**config.mk**
```make
export PLATFORM = sky130hd
export DESIGN_NAME = mask_regfile
export DESIGN_NICKNAME = d
export VERILOG_FILES = /design/src/rtl/mask_regfile_pkg.sv /design/src/rtl/mrf_src_mux.sv /design/src/rtl/mrf_mask_gate.sv /design/src/rtl/mrf_entry.sv /design/src/rtl/mask_regfile.sv
export SDC_FILE = /design/constraint.sdc
export NUM_CORES = 1
export LEC_CHECK = 0
export BUFFER_PORTS_ARGS = -buffer_cell sky130_fd_sc_hd__buf_2
export CORE_MARGIN = 2
export CORE_UTILIZATION = 37
export DETAILED_ROUTE_END_ITERATION = 10
export GPL_ROUTABILITY_DRIVEN = 0
export SYNTH_ARGS = -nofsm -noshare
export SYNTH_HDL_FRONTEND = slang
export SYNTH_SLANG_ARGS = --single-unit
```
**constraint.sdc**
```tcl
create_clock -name clk -period 1.6 [get_ports clk]
set_input_delay 0.08 -clock clk [delete_from_list [all_inputs] [get_ports clk]]
set_output_delay 0.08 -clock clk [all_outputs]
set_load 0.01 [all_outputs]
```
**src/rtl/mask_regfile_pkg.sv**
```systemverilog
package mask_regfile_pkg;
  localparam int unsigned NREG = 8;
  localparam int unsigned IDXW = $clog2(NREG);
  typedef enum logic [1:0] {
    SRC_ZERO = 2'd0,
    SRC_IMM  = 2'd1,
    SRC_ALU  = 2'd2,
    SRC_MEM  = 2'd3
  } wr_src_e;
endpackage

```
**src/rtl/mrf_src_mux.sv**
```systemverilog
module mrf_src_mux
  import mask_regfile_pkg::*;
#(
  parameter int unsigned DW = 8
) (
  input  wr_src_e       sel,
  input  logic [DW-1:0] imm_d,
  input  logic [DW-1:0] alu_d,
  input  logic [DW-1:0] mem_d,
  output logic [DW-1:0] bus_o
);
  always_comb begin
    unique case (sel)
      SRC_ZERO: bus_o = '0;
      SRC_IMM:  bus_o = imm_d;
      SRC_ALU:  bus_o = alu_d;
      SRC_MEM:  bus_o = mem_d;
      default:  bus_o = '0;
    endcase
  end
endmodule

```
**src/rtl/mrf_mask_gate.sv**
```systemverilog
module mrf_mask_gate
  import mask_regfile_pkg::*;
(
  input  logic [NREG-1:0] mask_i,
  input  wr_src_e         sel,
  output logic [NREG-1:0] en_o
);
  logic direct_src;
  assign direct_src = (sel == SRC_IMM) || (sel == SRC_MEM);
  assign en_o[0] = mask_i[0];
  generate
    for (genvar g = 1; g < NREG; g++) begin : g_gate
      assign en_o[g] = mask_i[g] & ~direct_src;
    end
  endgenerate
endmodule

```
**src/rtl/mrf_entry.sv**
```systemverilog
module mrf_entry #(
  parameter int unsigned DW = 8
) (
  input  logic          clk,
  input  logic          rst,
  input  logic          en,
  input  logic [DW-1:0] d,
  output logic [DW-1:0] q
);
  always_ff @(posedge clk) begin
    if (rst)     q <= '0;
    else if (en) q <= d;
  end
endmodule

```
**src/rtl/mask_regfile.sv**
```systemverilog
module mask_regfile
  import mask_regfile_pkg::*;
#(
  parameter int unsigned DW = 8
) (
  input  logic            clk,
  input  logic            rst,
  input  logic [NREG-1:0] wr_mask,
  input  logic [1:0]      src_sel,
  input  logic [DW-1:0]   imm_data,
  input  logic [DW-1:0]   alu_data,
  input  logic [DW-1:0]   mem_data,
  input  logic [IDXW-1:0] rd_idx,
  output logic [DW-1:0]   rd_data
);
  wr_src_e              sel;
  logic [DW-1:0]        wbus;
  logic [NREG-1:0]      wen;
  logic [NREG-1:0][DW-1:0] regs;

  assign sel = wr_src_e'(src_sel);

  mrf_src_mux #(.DW(DW)) u_mux (
    .sel(sel), .imm_d(imm_data), .alu_d(alu_data), .mem_d(mem_data), .bus_o(wbus)
  );

  mrf_mask_gate u_gate (.mask_i(wr_mask), .sel(sel), .en_o(wen));

  generate
    for (genvar g = 0; g < NREG; g++) begin : g_reg
      mrf_entry #(.DW(DW)) u_ent (
        .clk(clk), .rst(rst), .en(wen[g]), .d(wbus), .q(regs[g])
      );
    end
  endgenerate

  assign rd_data = regs[rd_idx];
endmodule

```
---- Yosys cells after proc, flatten, opt, wreduce, memory -nomap -nowiden ----
Cells that the tools add are included.
word-level totals
  word-level logic and storage cells ...... 25
  output and inout bits ................... 8
  register bits after elaboration ......... 64
  input bits .............................. 39
operators by class
  reductions and logical operators ........ 2
  $lt $le $gt $ge ......................... 1
  bitwise logic cells ..................... 8
  eq/ne operators ......................... 3
  muxes and demuxes ....................... 3
operator list
  kind                number
  $pmux 8 s4          1
  $bmux 8 s3          1
  $mux 8              1
  $and 1x1->1         7
  $eq 2x2->1 const B  2
  $lt 3x4->1 const B  1
  $eq 2x1->1 const B  1
  $logic_not 2->1     1
  $logic_or 1x1->1    1
  $not 1->1           1

---- Depth between registers and ports, before layout ----
  depth after elaboration ................. 4
  mapped depth ............................ 5
  mapped depth without buffers ............ 3

---- Modules after synthesis ----
From an unflattened synthesis, not the netlist that was laid out.
unflattened totals
  cells, all modules ...................... 265
  area total of the unflattened synthesis .. 3075.4 um^2
modules (own cells, without submodules)
  module         area each (um^2)  instances  cells each  sequential area each (um^2)
  mrf_entry      285.3             8          26          160.2
  mask_regfile   550.5             1          29          0.0
  mrf_src_mux    191.4             1          20          0.0
  mrf_mask_gate  51.3              1          8           0.0

---- Worst setup path before layout ----
OpenSTA, ideal clock, no wires.
  path type ............................... input-to-output
  start ................................... input port rd_idx[1]
  end ..................................... output port rd_data[0]
  arrival ................................. 1.140 ns
  required time ........................... 1.520 ns
  slack ................................... 0.380 ns
  cell stages on the path ................. 4
  path buffers ............................ 2
  cell sequence ........................... buf_2 > clkbuf_1 > mux4_1 > mux2_2
on the way
  cells in the longest elaborated chain, start to end .. 2
RTL lines
  what                          line                source
  start, declared               mask_regfile.sv:13  input logic [IDXW-1:0] rd_idx,
  $bmux 8 s3                    mask_regfile.sv:37  assign rd_data = regs[rd_idx];
  $mux 8 (implied by the code)  mask_regfile.sv:37
  end, declared                 mask_regfile.sv:14  output logic [DW-1:0] rd_data
No other way between the ends. The select of a mux whose other input is x is not followed.

---- Final worst setup path ----
  start ................................... register g_reg[0].u_ent.q[3]
  end ..................................... output port rd_data[3]
on the way
  cells in the longest elaborated chain, start to end .. 2
RTL lines
  what                          line                source
  start, declared               mrf_entry.sv:8      output logic [DW-1:0] q
  start signal, assigned        mrf_entry.sv:11     if (rst) q <= '0;
  start signal, assigned        mrf_entry.sv:12     else if (en) q <= d;
  $bmux 8 s3                    mask_regfile.sv:37
  $mux 8 (implied by the code)  mask_regfile.sv:37
No other way between the ends. The select of a mux whose other input is x is not followed.

==> impl_metrics.ini <==
[worst_hold_path]
worstHoldPathCells = 2
hp-class = primary input to register

[worst_setup_path]
crit_fanout = 2
cp_data_required_time_ns = 1.52
cp.arrival_ns = 1.54
cp-end-kind = output pin
reg2regPathDepth = 4
start_kind = register
crit_type = register to output pin

[global_routing]
grt-ovfl-total = 0
use_met3 = 0.0295
met2_usage = 0.244
grt.total_usage = 0.167
grt_pass1_vias = 2122
busiest_layer = met2
grt_start_max_net_pins = 48
grt_pass1_wl_um = 11300
antenna_found_initial = 0
grt_use_met1 = 0.235

[run_status]
status = finished with violations
violations = setup timing

[power]
power.switching_w = 0.000833
p_int_w = 0.00264
p_seq_frac = 0.486
switching_share = 0.240
p_leak_nw = 1.50
p_clk_frac = 0.383
pwr_density_cell_mw_per_mm2 = 945
p_comb_frac = 0.131
vdd_drop_max_mv = 0.443

[layout]
reg.largest.list = g.u_ent.q x64
final_layout_size_suffix_gt1_frac = 0.373
top_register = g.u_ent.q
nNetsFinal = 367
num_antenna_cells = 0
final_util = 0.452
fill_cells = 770
area_growth_pct = 20.0
largest_reg_flops = 64

[place]
io_buffers = 46
place_hpwl_um = 4530

[sta]
finalHoldViolCount = 0
setup_tns_ns = -0.0193
skew_ns = 0
rsz0062_at_grt = yes
worst_pin_slew_ns = 0.381
min_period_ns = 1.62
final.setup.worst_slack_ns = -0.0178
min_period_over_period = 1.01
whs_ns = 0.114
drv_slew = 0
setup_viol_count_final = 2
fmax_ghz = 0.618
relSlewSlack = 0.746

[drt]
vias = 2177
route.antenna.remaining_nets = 0
dr.pass1.iters = 4
vias_per_cell = 4.98
drc = 0
wl_per_cell_um = 15.7
first_iter_violations = 127
drt_wl_total_um = 6860

[synth]
ys_ff_latch = 64
synth_edf_count = 0
synthesis.nets = 322
yosys_warnings = 0
synthCells = 283
synth_top_area_frac = 0.418
ys_seq_area_frac = 0.418
synth_common_cells = 64 x dfxtp_1, 64 x nor2_1, 56 x mux2i_1
syn_area_sq_mm = 0.00306
ys_top_cells_by_area = dfxtp_1 42%, mux2i_1 18%, mux4_1 14%
synth_flop_cell = dfxtp_1
ys_types = 15
async_reset_ff_frac = 0
avgSynthCellArea_sq_um = 10.8
synth_top_area_cell = dfxtp_1

[clock_network]
cts_tree = done
clockBufferDepth = 2
path_clk_slew_ns = 0.07
cts_max_level = 3
clock_latency_ns = 0.33
cts-buffers-inserted = 9
cts_sinks = 64
cts_root_buf = clkbuf_8

[floorplan]
die_w_um = 95.0
rows = 33
io_pins = 47
dieArea_sq_mm = 0.00903
die_h_um = 95.0
initial_utilization = 0.377
core_sq_mm = 0.00813

[flow_run]
cap_viol_max_count = 0
-- area by class of cell --
type	instances	area, sq um	share of cell area
flip-flops and latches	64	1300	0.354
clock buffers	11	141	0.0385
repair buffers	64	448	0.122
well taps	105	131	0.0357
clock inverters	4	45.0	0.0123
multi-input cells	189	1610	0.437
-- final timing paths --
check	from	endpoint	slack (ns)
worst max-delay path	g_reg[0].u_ent.q[3]	rd_data[3]	-0.02
worst min-delay path	wr_mask[0]	g_reg[0].u_ent.q[7]	0.11
worst max register to register	g_reg[0].u_ent.q[4]	g_reg[0].u_ent.q[4]	0.59
worst min register to register	g_reg[6].u_ent.q[0]	g_reg[6].u_ent.q[0]	0.48
-- cell families (layout without fill, tap and decap cells) --
kind of cell           count (synthesis)  count (layout)  synth area share
and+or+nand+nor                       93              93             0.133
muxes                                 88              88             0.379
DFF                                   64              64             0.418
buffers and inverters                 30              79            0.0474
AOI/OAI and AO/OA                      8               8            0.0229
-- metrics by stage --
| stage | worst slack [ns] | area, sq um | power [W] | instances |
|---|---|---|---|---|
| finish | -0.0178 | 3680 | 0.00347 | 437 |
| global route | -0.0506 | 3680 | 0.00361 | 437 |
| CTS | -0.0293 | 3660 | 0.00349 | 436 |
| detailed placement | 0.184 | 3380 | 0.00213 | 414 |
| global placement | 0.199 | 3380 | 0.00212 | 414 |
| floorplan | 0.380 | 3060 | 0.00200 | 283 |
-- power groups by stage --
stage,Sequential (W),Clock [W],Combinational [W]
floorplan,0.00170,0,0.000299
global placement,0.00171,0,0.000408
detailed placement,0.00171,0,0.000416
CTS,0.00169,0.00135,0.000460
global route,0.00169,0.00142,0.000500
finish,0.00169,0.00133,0.000457
-- metal layers --
layer	routed length [um]	part of all wire	vias to the layer above
li1	-	-	1062
met1	3350	0.49	1035
met2	3050	0.44	72
met3	337	0.049	8
met4	116	0.017	0
met5	0	0	-
-- timing repair --
action	4_1_cts	5_1_grt
resized for setup	46	3
setup endpoints to repair	8	8
setup buffers	4	1
hold buffers	3	0
endpoints found under the hold margin	3	0
-- layout by cell type, fill, tap and decap left out --
cell type      count
clkbuf_8          10
a221oi_1           5
clkinv_2           3
and2_1             9
a311oi_1           3
buf_12             2
buf_2             38
dfxtp_1           47
mux2_4             8
mux4_2            16
nand2_1            6
mux2i_1           56
clkbuf_1           1
nor2_1            64
mux2_2             8
buf_6              8
nor2b_1           14
buf_4             13
bufinv_16          1
dfxtp_2           17
dlygate4sd3_1      3
-- worst max-delay path, stage by stage, from the launching register on --
cell and delay (ns):
dfxtp_2 0.34, mux4_2 0.45, mux2_4 0.29, buf_6 0.12
Note: power is estimated with default switching activity, not from simulation.
